[config.mk]
export PLATFORM = sky130hd
export DESIGN_NAME = pps_time_correlator
export DESIGN_NICKNAME = d
export VERILOG_FILES = /design/src/rtl/ptc_pkg.sv /design/src/rtl/ptc_sync.sv /design/src/rtl/ptc_timebase.sv /design/src/rtl/ptc_pair.sv /design/src/rtl/pps_time_correlator.sv
export SDC_FILE = /design/constraint.sdc
export NUM_CORES = 1
export LEC_CHECK = 0
export ABC_AREA = 1
export BUFFER_PORTS_ARGS = -buffer_cell sky130_fd_sc_hd__buf_2
export CAP_MARGIN = 20
export CORE_ASPECT_RATIO = 0.75
export CORE_MARGIN = 4
export CORE_UTILIZATION = 54
export DETAILED_ROUTE_END_ITERATION = 12
export GPL_TIMING_DRIVEN = 0
export HOLD_SLACK_MARGIN = 0.12
export PLACE_DENSITY = 0.87
export SLEW_MARGIN = 20
export SYNTH_ARGS = -nofsm -noshare
export SYNTH_HDL_FRONTEND = slang
export SYNTH_SLANG_ARGS = --single-unit
[constraint.sdc]
create_clock -name clk -period 4.05 [get_ports clk]
set_input_delay 0.405 -clock clk [delete_from_list [all_inputs] [get_ports clk]]
set_output_delay 0.405 -clock clk [all_outputs]
set_load 0.1 [all_outputs]
[src/rtl/ptc_pkg.sv]
package ptc_pkg;

    typedef enum logic {
        PAIR_IDLE = 1'b0,
        PAIR_WAIT = 1'b1
    } pair_state_t;

    localparam logic [1:0] KIND_ATTITUDE  = 2'd0;
    localparam logic [1:0] KIND_TIME      = 2'd1;
    localparam logic [1:0] KIND_ANCILLARY = 2'd2;

endpackage

[src/rtl/ptc_sync.sv]
module ptc_sync #(
    parameter int STAGES = 2
) (
    input  logic clk,
    input  logic rst_n,
    input  logic async_in,
    output logic rise
);
    logic [STAGES:0] chain;

    always_ff @(posedge clk or negedge rst_n) begin
        if (!rst_n) chain <= '0;
        else        chain <= {chain[STAGES-1:0], async_in};
    end

    assign rise = chain[STAGES-1] & ~chain[STAGES];

    // a one-cycle strobe can never repeat on the next edge
    assert_single_strobe_R2: assert property (@(posedge clk) disable iff (!rst_n)
        rise |=> !rise);

endmodule

[src/rtl/ptc_timebase.sv]
module ptc_timebase #(
    parameter int CNT_W      = 32,
    parameter int NOMINAL    = 20000000,
    parameter int MISS_LIMIT = 30000000
) (
    input  logic             clk,
    input  logic             rst_n,
    input  logic             pulse,
    input  logic [CNT_W-1:0] tol,
    output logic [CNT_W-1:0] latched,
    output logic [CNT_W-1:0] interval,
    output logic             interval_valid,
    output logic             period_err,
    output logic             missed
);
    localparam int               MISS_W = $clog2(MISS_LIMIT + 1);
    localparam logic [CNT_W-1:0] NOM_V  = CNT_W'(NOMINAL);
    localparam logic [MISS_W-1:0] MISS_V = MISS_W'(MISS_LIMIT);

    logic [CNT_W-1:0]  tick_cnt;
    logic [MISS_W-1:0] since_cnt;
    logic              have_prev;
    logic [CNT_W-1:0]  span;
    logic [CNT_W-1:0]  deviation;
    logic              off_nominal;

    always_comb begin
        span        = tick_cnt - latched;
        deviation   = (span >= NOM_V) ? (span - NOM_V) : (NOM_V - span);
        off_nominal = deviation > tol;
    end

    always_ff @(posedge clk or negedge rst_n) begin
        if (!rst_n) tick_cnt <= '0;
        else        tick_cnt <= tick_cnt + CNT_W'(1);
    end

    always_ff @(posedge clk or negedge rst_n) begin
        if (!rst_n) begin
            latched        <= '0;
            interval       <= '0;
            interval_valid <= 1'b0;
            period_err     <= 1'b0;
            have_prev      <= 1'b0;
        end else if (pulse) begin
            latched   <= tick_cnt;
            have_prev <= 1'b1;
            if (have_prev) begin
                interval       <= span;
                interval_valid <= 1'b1;
                period_err     <= off_nominal;
            end else begin
                period_err     <= 1'b0;
            end
        end
    end

    always_ff @(posedge clk or negedge rst_n) begin
        if (!rst_n) begin
            since_cnt <= '0;
            missed    <= 1'b0;
        end else if (pulse) begin
            since_cnt <= '0;
        end else if (since_cnt != MISS_V) begin
            since_cnt <= since_cnt + MISS_W'(1);
            if (since_cnt == MISS_V - MISS_W'(1)) missed <= 1'b1;
        end
    end

    assert_missed_sticky_R9: assert property (@(posedge clk) disable iff (!rst_n)
        missed |=> missed);

    assert_capture_hold_R2: assert property (@(posedge clk) disable iff (!rst_n)
        !pulse |=> ($stable(latched) && $stable(interval) && $stable(period_err)));

    assert_tps_sticky_R3: assert property (@(posedge clk) disable iff (!rst_n)
        interval_valid |=> interval_valid);

endmodule

[src/rtl/ptc_pair.sv]
module ptc_pair
    import ptc_pkg::*;
#(
    parameter int TS_W   = 32,
    parameter int ORPH_W = 8,
    parameter int WINDOW = 10000000
) (
    input  logic            clk,
    input  logic            rst_n,
    input  logic            pulse,
    input  logic            msg_valid,
    input  logic [1:0]      msg_kind,
    input  logic [TS_W-1:0] msg_data,
    input  logic            period_err,
    output logic [TS_W-1:0] paired_time,
    output logic            corr_valid,
    output logic [ORPH_W-1:0] orphan_count
);
    localparam int                WIN_W    = $clog2(WINDOW + 1);
    localparam logic [WIN_W-1:0]  WIN_LAST = WIN_W'(WINDOW - 1);
    localparam logic [ORPH_W-1:0] ORPH_MAX = '1;

    pair_state_t      state, state_nx;
    logic [WIN_W-1:0] win_cnt;
    logic             is_time;
    logic             do_match;
    logic             orphan_hit;

    assign is_time    = msg_valid && (msg_kind == KIND_TIME);
    assign do_match   = (state == PAIR_WAIT) && is_time && !pulse;
    assign orphan_hit = is_time && (pulse || (state == PAIR_IDLE));

    always_comb begin
        state_nx = state;
        unique case (state)
            PAIR_IDLE: if (pulse) state_nx = PAIR_WAIT;
            PAIR_WAIT: begin
                if (pulse)                  state_nx = PAIR_WAIT;
                else if (is_time)           state_nx = PAIR_IDLE;
                else if (win_cnt == WIN_LAST) state_nx = PAIR_IDLE;
            end
        endcase
    end

    always_ff @(posedge clk or negedge rst_n) begin
        if (!rst_n) state <= PAIR_IDLE;
        else        state <= state_nx;
    end

    always_ff @(posedge clk or negedge rst_n) begin
        if (!rst_n) begin
            win_cnt      <= '0;
            paired_time  <= '0;
            corr_valid   <= 1'b0;
            orphan_count <= '0;
        end else begin
            if (pulse)                    win_cnt <= '0;
            else if (state == PAIR_WAIT)  win_cnt <= win_cnt + WIN_W'(1);

            if (pulse) begin
                corr_valid <= 1'b0;
            end else if (do_match) begin
                paired_time <= msg_data;
                corr_valid  <= !period_err;
            end

            if (orphan_hit && orphan_count != ORPH_MAX)
                orphan_count <= orphan_count + ORPH_W'(1);
        end
    end

    assert_window_bound_R5: assert property (@(posedge clk) disable iff (!rst_n)
        (state == PAIR_WAIT) |-> (win_cnt < WIN_W'(WINDOW)));

    assert_pulse_clears_R6: assert property (@(posedge clk) disable iff (!rst_n)
        pulse |=> !corr_valid);

    assert_valid_clean_R6: assert property (@(posedge clk) disable iff (!rst_n)
        corr_valid |-> !period_err);

    assert_idle_keeps_R10: assert property (@(posedge clk) disable iff (!rst_n)
        ((state == PAIR_IDLE) || pulse) |=> $stable(paired_time));

    assert_orphan_never_falls_R7: assert property (@(posedge clk) disable iff (!rst_n)
        1'b1 |=> (orphan_count >= $past(orphan_count)));

    assert_other_kinds_R8: assert property (@(posedge clk) disable iff (!rst_n)
        (!msg_valid || msg_kind != KIND_TIME) |=> $stable(orphan_count));

endmodule

[src/rtl/pps_time_correlator.sv]
module pps_time_correlator #(
    parameter int CNT_W       = 32,
    parameter int TS_W        = 32,
    parameter int ORPH_W      = 8,
    parameter int NOMINAL     = 20000000,
    parameter int WINDOW      = 10000000,
    parameter int MISS_LIMIT  = 30000000,
    parameter int SYNC_STAGES = 2
) (
    input  logic              clk,
    input  logic              rst_n,
    input  logic              pps_in,
    input  logic [CNT_W-1:0]  tol,
    input  logic              msg_valid,
    input  logic [1:0]        msg_kind,
    input  logic [TS_W-1:0]   msg_data,
    output logic [CNT_W-1:0]  latched_ticks,
    output logic [CNT_W-1:0]  ticks_per_sec,
    output logic              tps_valid,
    output logic              period_err,
    output logic [TS_W-1:0]   paired_time,
    output logic              corr_valid,
    output logic              missed_pulse,
    output logic [ORPH_W-1:0] orphan_count
);
    logic pulse;

    ptc_sync #(.STAGES(SYNC_STAGES)) u_sync (
        .clk      (clk),
        .rst_n    (rst_n),
        .async_in (pps_in),
        .rise     (pulse)
    );

    ptc_timebase #(
        .CNT_W      (CNT_W),
        .NOMINAL    (NOMINAL),
        .MISS_LIMIT (MISS_LIMIT)
    ) u_timebase (
        .clk            (clk),
        .rst_n          (rst_n),
        .pulse          (pulse),
        .tol            (tol),
        .latched        (latched_ticks),
        .interval       (ticks_per_sec),
        .interval_valid (tps_valid),
        .period_err     (period_err),
        .missed         (missed_pulse)
    );

    ptc_pair #(
        .TS_W   (TS_W),
        .ORPH_W (ORPH_W),
        .WINDOW (WINDOW)
    ) u_pair (
        .clk          (clk),
        .rst_n        (rst_n),
        .pulse        (pulse),
        .msg_valid    (msg_valid),
        .msg_kind     (msg_kind),
        .msg_data     (msg_data),
        .period_err   (period_err),
        .paired_time  (paired_time),
        .corr_valid   (corr_valid),
        .orphan_count (orphan_count)
    );

endmodule

=== After elaboration in Yosys (flattened, before gate mapping) ===
Index checks and enable logic that the tools add are counted.

* Output and inout port bits: 108
* Flip-flop bits (word level): 194
* Word-level logic and storage cells: 59

* Bitwise logic cells: 4
* Eq/ne operators: 5
* Muxes and demuxes: 13
* Reductions and logical operators: 14
* Order comparisons: 2
* Add/sub/neg operators: 7

{| class="wikitable"
|+ Operator list
! operator !! count
|-
| 25-bit 2-to-1 mux || 2
|-
| 24-bit 2-to-1 mux || 2
|-
| 32-bit by 1-bit adder with 32-bit output (second input constant) || 1
|-
| 32-bit by 25-bit greater-or-equal comparator with 1-bit output (second input constant) || 1
|-
| 32-bit > comparator || 1
|-
| 32-bit 2-to-1 mux || 1
|-
| 25-bit by 32-bit subtractor with 32-bit output (first input constant) || 1
|-
| 32-bit by 25-bit subtractor with 32-bit output (second input constant) || 1
|-
| 32-bit subtractor || 1
|-
| 25-bit by 1-bit adder with 25-bit output (second input constant) || 1
|-
| 25-bit equality test (second input constant) || 1
|-
| 25-bit inequality test (second input constant) || 1
|-
| 24-bit by 1-bit adder with 24-bit output (second input constant) || 1
|-
| 24-bit equality test (second input constant) || 1
|-
| 8-bit by 1-bit adder with 8-bit output (second input constant) || 1
|-
| 8-bit inequality test (second input constant) || 1
|-
| 1-bit 2-to-1 mux || 7
|-
| 2-bit nonzero test || 3
|-
| 1-bit logical AND || 5
|-
| 2-bit AND reduction || 2
|-
| 1-bit inverter || 3
|-
| 3-bit AND reduction || 1
|-
| 2-bit by 1-bit equality test with 1-bit output (second input constant) || 1
|-
| 1-bit logical NOT || 2
|-
| 3 further kinds || 3
|}

=== Longest topological paths before layout ===
* Word-level depth: 6
* Mapped depth: 37
* Gate-level depth less buffers: 36

=== Modules after synthesis ===
Synthesis repeated with hierarchy kept, for this count alone.

* Cells, all modules: 2066
* Area, all modules: 14214.9 µm²

{| class="wikitable"
|+ Modules (own cells, without submodules)
! module !! times used !! area each (µm²) !! cells each
|-
| ptc_timebase || 1 || 10814.1 || 1708
|-
| ptc_pair || 1 || 3315.7 || 353
|-
| ptc_sync || 1 || 85.1 || 5
|}

=== Worst setup path before layout ===
OpenSTA, ideal clock, no wires.

* Kind: register to register
* From: reg u_timebase.latched[0]
* To: reg u_timebase.period_err
* Stages on the path, launching flop included: 32
* Required time: 3.982 ns
* Data arrival time: 4.597 ns
* Slack: -0.615 ns
* Setup time: 0.068 ns
* Period minus slack after synthesis: 4.665 ns
* Path through: dfrtp_1 ha_1 inv_1 fa_1 nand3_1 nand3_1 nand2_2 nand2_2 nand2_1 nand2_1 inv_1 ha_1 nand3_1 nor2_1 nand2_1 nand2_1 nand2_1 nand2_1 nand2_2 nand2_4 buf_6 o21ai_1 nand2_1 inv_1 ha_1 nand4_1 or3_1 o221ai_1 nand2_1 a22oi_1 nand3_1 nand2_1

* Cells in the longest elaborated chain, start to end: 5
* Elaborated cells between the ends (all ways): 7
* Classes of those cells: 3 x add/sub; 2 x order compare; 2 x mux

{| class="wikitable"
|+ Ends and longest elaborated chain
! item !! line !! text
|-
| start, declared || ptc_timebase.sv:10 || <nowiki>output logic [CNT_W-1:0] latched,</nowiki>
|-
| start signal, assigned || ptc_timebase.sv:46 || <nowiki>latched <= tick_cnt;</nowiki>
|-
| 32-bit subtractor * || ptc_timebase.sv:28 || <nowiki>span = tick_cnt - latched;</nowiki>
|-
| named net u_timebase.span[8] || ptc_timebase.sv:23 || <nowiki>logic [CNT_W-1:0] span;</nowiki>
|-
| 25-bit by 32-bit subtractor with 32-bit output, or another cell as far along || ptc_timebase.sv:29 || <nowiki>deviation = (span >= NOM_V) ? (span - NOM_V) : (NOM_V - span);</nowiki>
|-
| 32-bit 2-to-1 mux * || ptc_timebase.sv:29 ||
|-
| 32-bit > comparator * || ptc_timebase.sv:30 || <nowiki>off_nominal = deviation > tol;</nowiki>
|-
| 1-bit 2-to-1 mux * || ptc_timebase.sv:48 || <nowiki>if (have_prev) begin</nowiki>
|-
| end signal, assigned || ptc_timebase.sv:51 || <nowiki>period_err <= off_nominal;</nowiki>
|-
| end, declared || ptc_timebase.sv:13 || <nowiki>output logic period_err,</nowiki>
|}

Mark *: on every way through the listed nets, which the timed path passes. The rest lies on a longest branch.
A chain may end at the register's enable or synchronous reset.

=== Final worst setup path ===
* From: reg u_timebase.latched[7]
* To: reg u_timebase.period_err

* Cells in the longest elaborated chain, start to end: 5
* Elaborated cells between the ends (all ways): 7
* Classes of those cells: 3 x add/sub; 2 x order compare; 2 x mux

{| class="wikitable"
|+ Ends and longest elaborated chain
! item !! line
|-
| 32-bit subtractor * || ptc_timebase.sv:28
|-
| 25-bit by 32-bit subtractor with 32-bit output, or another cell as far along || ptc_timebase.sv:29
|-
| 32-bit 2-to-1 mux * || ptc_timebase.sv:29
|-
| 32-bit > comparator * || ptc_timebase.sv:30
|-
| 1-bit 2-to-1 mux * || ptc_timebase.sv:48
|}

Mark *: on every way between the ends. The rest lies on a longest branch, timed or not.

==> flow_summary.rst <==
.. list-table::
   :header-rows: 1

   * - Metric
     - Value
   * - DIE AREA
     - 28100 um2
   * - Worst hold stages
     - 3
   * - Routed wire length per instance
     - 16.4 um
   * - I/O pin count
     - 178
   * - Wire length of the first global-routing pass
     - 67800 um
   * - Category of the critical setup timing path
     - flip-flop to flip-flop
   * - Pleak
     - 9.34 nW
   * - Number of enable flip-flop cells after synthesis
     - 0
   * - Number of DRC violations after detailed routing
     - 0
   * - Flop and latch count out of synthesis
     - 194
   * - Final-report setup violation count
     - 1
   * - Die extent in x
     - 192 um
   * - Share of the synthesized area in compound gates (AO/OA/AOI/OAI)
     - 0.0804
   * - Ant. Diodes
     - 0
   * - Number of distinct library cells after synthesis
     - 53
   * - Detailed placer's ending HPWL
     - 31200 um
   * - Dominant combinational cell family by area after synthesis
     - simple AND/OR/NAND/NOR gates
   * - Setup clock skew after layout
     - 9.20 ps
   * - Reg-to-reg critical path startpoint
     - u_timebase.latched[7]
   * - Number of DRC markers in iteration 0
     - 1460
   * - Total global routing overflow
     - 0
   * - Synthesized-area fraction occupied by and/or/nand/nor cells
     - 0.351
   * - Proportion of layout cells with a drive suffix above 1
     - 0.258
   * - Cell types with the highest counts after synthesis
     - 723 x nand2_1, 326 x inv_1, 194 x dfrtp_1
   * - MaxCap Viol Count
     - 0
   * - Count of placed standard cells in the final layout, fillers left out
     - 2656
   * - Slowest-stage cell, CP
     - dfrtp_4
   * - Total of fill cells in the finished design
     - 1963
   * - Initial antenna violation count
     - 0
   * - Maximum number of pins on one net before global-route repair
     - 79
   * - Critical path peak fanout
     - 6
   * - Run status
     - finished, violations left
   * - Detailed-router iteration count before antenna repair
     - 8
   * - Multi-input logic area
     - 8640 um2
   * - Cell area after layout
     - 17600 um2
   * - Dominant cell type by area after synthesis
     - dfrtp_1
   * - Crit path required time
     - 4430 ps
   * - Violated checks
     - negative setup slack
   * - Sequential element share of the synthesized area
     - 0.353
   * - Largest cells by area after synthesis
     - dfrtp_1 35%, nand2_1 20%, inv_1 8.9%, ha_1 6.6%, nor2_1 4.3%
   * - Pwr dens
     - 405 nW/um2
   * - Slew headroom
     - 0.496
   * - Slew of the pin with the lowest slew margin
     - 757 ps
   * - CTS H-tree lvls
     - 4
   * - Antenna-violating nets left
     - 0
   * - Instance area at placement
     - 15300 um2
   * - Mean instance size in the synthesized netlist
     - 6.72 um2
   * - Reg-to-reg critical path endpoint
     - u_timebase.period_err
   * - Number of buffers added on ports
     - 177
   * - Source-to-sink clock delay at the later pin of the worst-skew pair
     - 450 ps
   * - Unrepaired setup endpoints after global routing
     - true
   * - Cts bufs inserted
     - 17
   * - Post-route clock period utilization
     - 1.15
   * - Vias in the first global route
     - 13500
   * - Die extent in y
     - 146 um
   * - Post-Syn Instances
     - 2045
   * - Area taken by flip-flops and latches
     - 4940 um2
   * - Class of the most critical hold timing path
     - primary input to flip-flop
   * - Total via count after detailed routing
     - 14400
   * - Relative area change from synthesis to final layout
     - 27.9%
   * - Synth warn
     - 0
   * - Hold-critical path endpoint
     - u_pair.paired_time[10]
   * - Worst path arrival time
     - 5040 ps
   * - Arithmetic-cell share of the synthesized area counting full adders, half adders and majority gates
     - 0.0671
   * - Worst vdd ir
     - 321 uV
   * - Wirelength, routed
     - 43600 um
   * - Floorplan core area
     - 25000 um2
   * - Final Core Density
     - 0.702
   * - Largest incremental delay on the critical path
     - 490 ps
   * - Total Negative Setup Slacks
     - -607 ps
   * - Number of nets in the final layout
     - 2448
   * - Cell mode on critical path
     - nand2_2
   * - Clock transition at the register clock pins on the worst setup and hold paths after CTS
     - 70 ps
   * - Most used flip-flop cell after synthesis
     - dfrtp_1
   * - Total number of placement rows
     - 50
   * - All-layer global routing usage
     - 0.297
   * - Vias per std cell
     - 5.43
   * - Asr flop ratio synth
     - 1.00
   * - Total placed cells including tap cells
     - 2562
   * - Endpoint type of the worst setup path
     - flip-flop
   * - Starting utilization of the core area
     - 0.549
   * - Net Count, Synth
     - 2188
   * - Cell area after synthesis
     - 13700 um2
   * - Master cell of the clock root buffer
     - clkbuf_16
   * - Min-delay src
     - msg_data[10]
   * - Final Hold Vio Count
     - 0
   * - Max Transition Viols Final
     - 0
   * - Share of synthesized area spent on multiplexers
     - 0
   * - Final weighted congestion in routability-driven placement
     - 0.981
   * - Critical path startpoint category
     - flip-flop
   * - Flop2flop setup slack
     - -610 ps
   * - Cell with the most instances after synthesis
     - nand2_1
   * - Share of the synthesized area in the top cell type
     - 0.353
   * - Longest Clk Path Bufs
     - 2
   * - Maximum clock rate
     - 0.215 GHz
   * - Clock net sink count
     - 194
   * - Post-synthesis share of cell area spent on xor and xnor gates
     - 0.0432
   * - Number of cells traversed by the worst register-to-register path
     - 35
   * - Time the final worst path needs with I/O delays and setup
     - 4660 ps
   * - Setup slack of the critical path after layout
     - -607 ps
   * - TritonCTS clock tree
     - built
==> metal layers <==
layer,global-route usage,vias up,wire (um),share of wire
met2,0.452,672,19500,0.45
met1,0.425,6761,19000,0.44
met5,0,-,0,0
met3,0.0798,76,4180,0.096
met4,0.0706,0,915,0.021
li1,-,6907,-,-
==> sequential cells by signal (all words and copies together) (netlist names) <==
name / flops
u_pair.corr_valid: 1
u_pair.orphan_count: 8
u_pair.paired_time: 32
u_pair.state: 1
u_pair.win_cnt: 24
u_sync.chain: 3
u_timebase.have_prev: 1
u_timebase.interval: 32
u_timebase.interval_valid: 1
u_timebase.latched: 32
u_timebase.missed: 1
u_timebase.period_err: 1
u_timebase.since_cnt: 25
u_timebase.tick_cnt: 32
==> critical path: cells and delay by family, from the launching register on <==
family          cells  cell delay (ps)
compound gates      2              480
flops               1              490
fa+ha+maj           3              650
simple gates       21             2170
buf+inv             9              820
==> worst max-delay path by stage <==
stage                                       from                     to  slack [ps]  cells after the start
after floorplan            u_timebase.latched[0]  u_timebase.period_err         -10                     31
after global placement     u_timebase.latched[6]  u_timebase.period_err       -1220                     33
after detailed placement  u_timebase.tick_cnt[0]  u_timebase.period_err       -1250                     31
after CTS                 u_timebase.tick_cnt[0]  u_timebase.period_err        -530                     31
after global routing      u_timebase.tick_cnt[0]  u_timebase.period_err        -770                     35
final                      u_timebase.latched[7]  u_timebase.period_err        -610                     35
==> what timing repair did <==
action / 4_1_cts / 5_1_grt
setup buffers: 41 / 20
hold buffers: 2 / 0
endpoints found under the setup margin: 1 / 1
gates cloned: 1 / 0
resized for setup: 144 / 161
hold endpoints to repair: 53 / 0
pin swaps: 49 / 62
==> per-stage QoR <==
stage | hold WS, ps | setup WS, ps | power [W]
5_1_grt | 154 | -774 | 0.00746
3_5_place_dp | 348 | -1250 | 0.00497
3_3_place_gp | 334 | -1220 | 0.00490
4_1_cts | 149 | -531 | 0.00693
6_report | 158 | -607 | 0.00712
2_1_floorplan | 109 | -12.3 | 0.00437
==> where the power goes <==
group	switching, W	total (W)	internal (W)
Sequential	0.000123	0.00224	0.00212
Combinational	0.00234	0.00314	0.000800
Clock	0.000792	0.00174	0.000949
Total	0.00325	0.00712	0.00387
==> kinds of logic after synthesis <==
group / count (synthesis)
simple gates: 1131
buf+inv: 374
compound gates: 207
flops: 194
fa+ha+maj: 73
xor+xnor: 66
==> cell usage in the layout, fill, tap and decap left out, drive strengths merged, types with 2 or more instances in the layout <==
cell type | synthesis | final
a211oi | 3 | 3
a21boi | 2 | 2
a21o | 4 | 4
a21oi | 77 | 77
a22oi | 2 | 2
a31oi | 3 | 3
and2 | 5 | 5
and3 | 2 | 2
buf | 10 | 249
bufinv | 0 | 2
clkbuf | 20 | 41
clkinv | 2 | 7
dfrtp | 194 | 194
dlygate4sd3 | 0 | 2
ha | 72 | 72
inv | 342 | 345
nand2 | 750 | 750
nand3 | 109 | 109
nand3b | 2 | 2
nand4 | 32 | 32
nor2 | 169 | 169
nor3 | 45 | 45
nor4 | 13 | 13
o21a | 3 | 3
o21ai | 105 | 105
o221ai | 2 | 2
o31ai | 2 | 2
xnor2 | 15 | 15
xor2 | 51 | 51
==> cell type report <==
class                   count  area share
multi-input cells        1477       0.492
repair buffers            241      0.0845
clock buffers              21      0.0262
inverters                 344      0.0749
plain buffers              30     0.00990
flip-flops and latches    194       0.281
well taps                 338      0.0241
clock inverters            11     0.00712
Note: power is estimated with default switching activity, not from simulation.
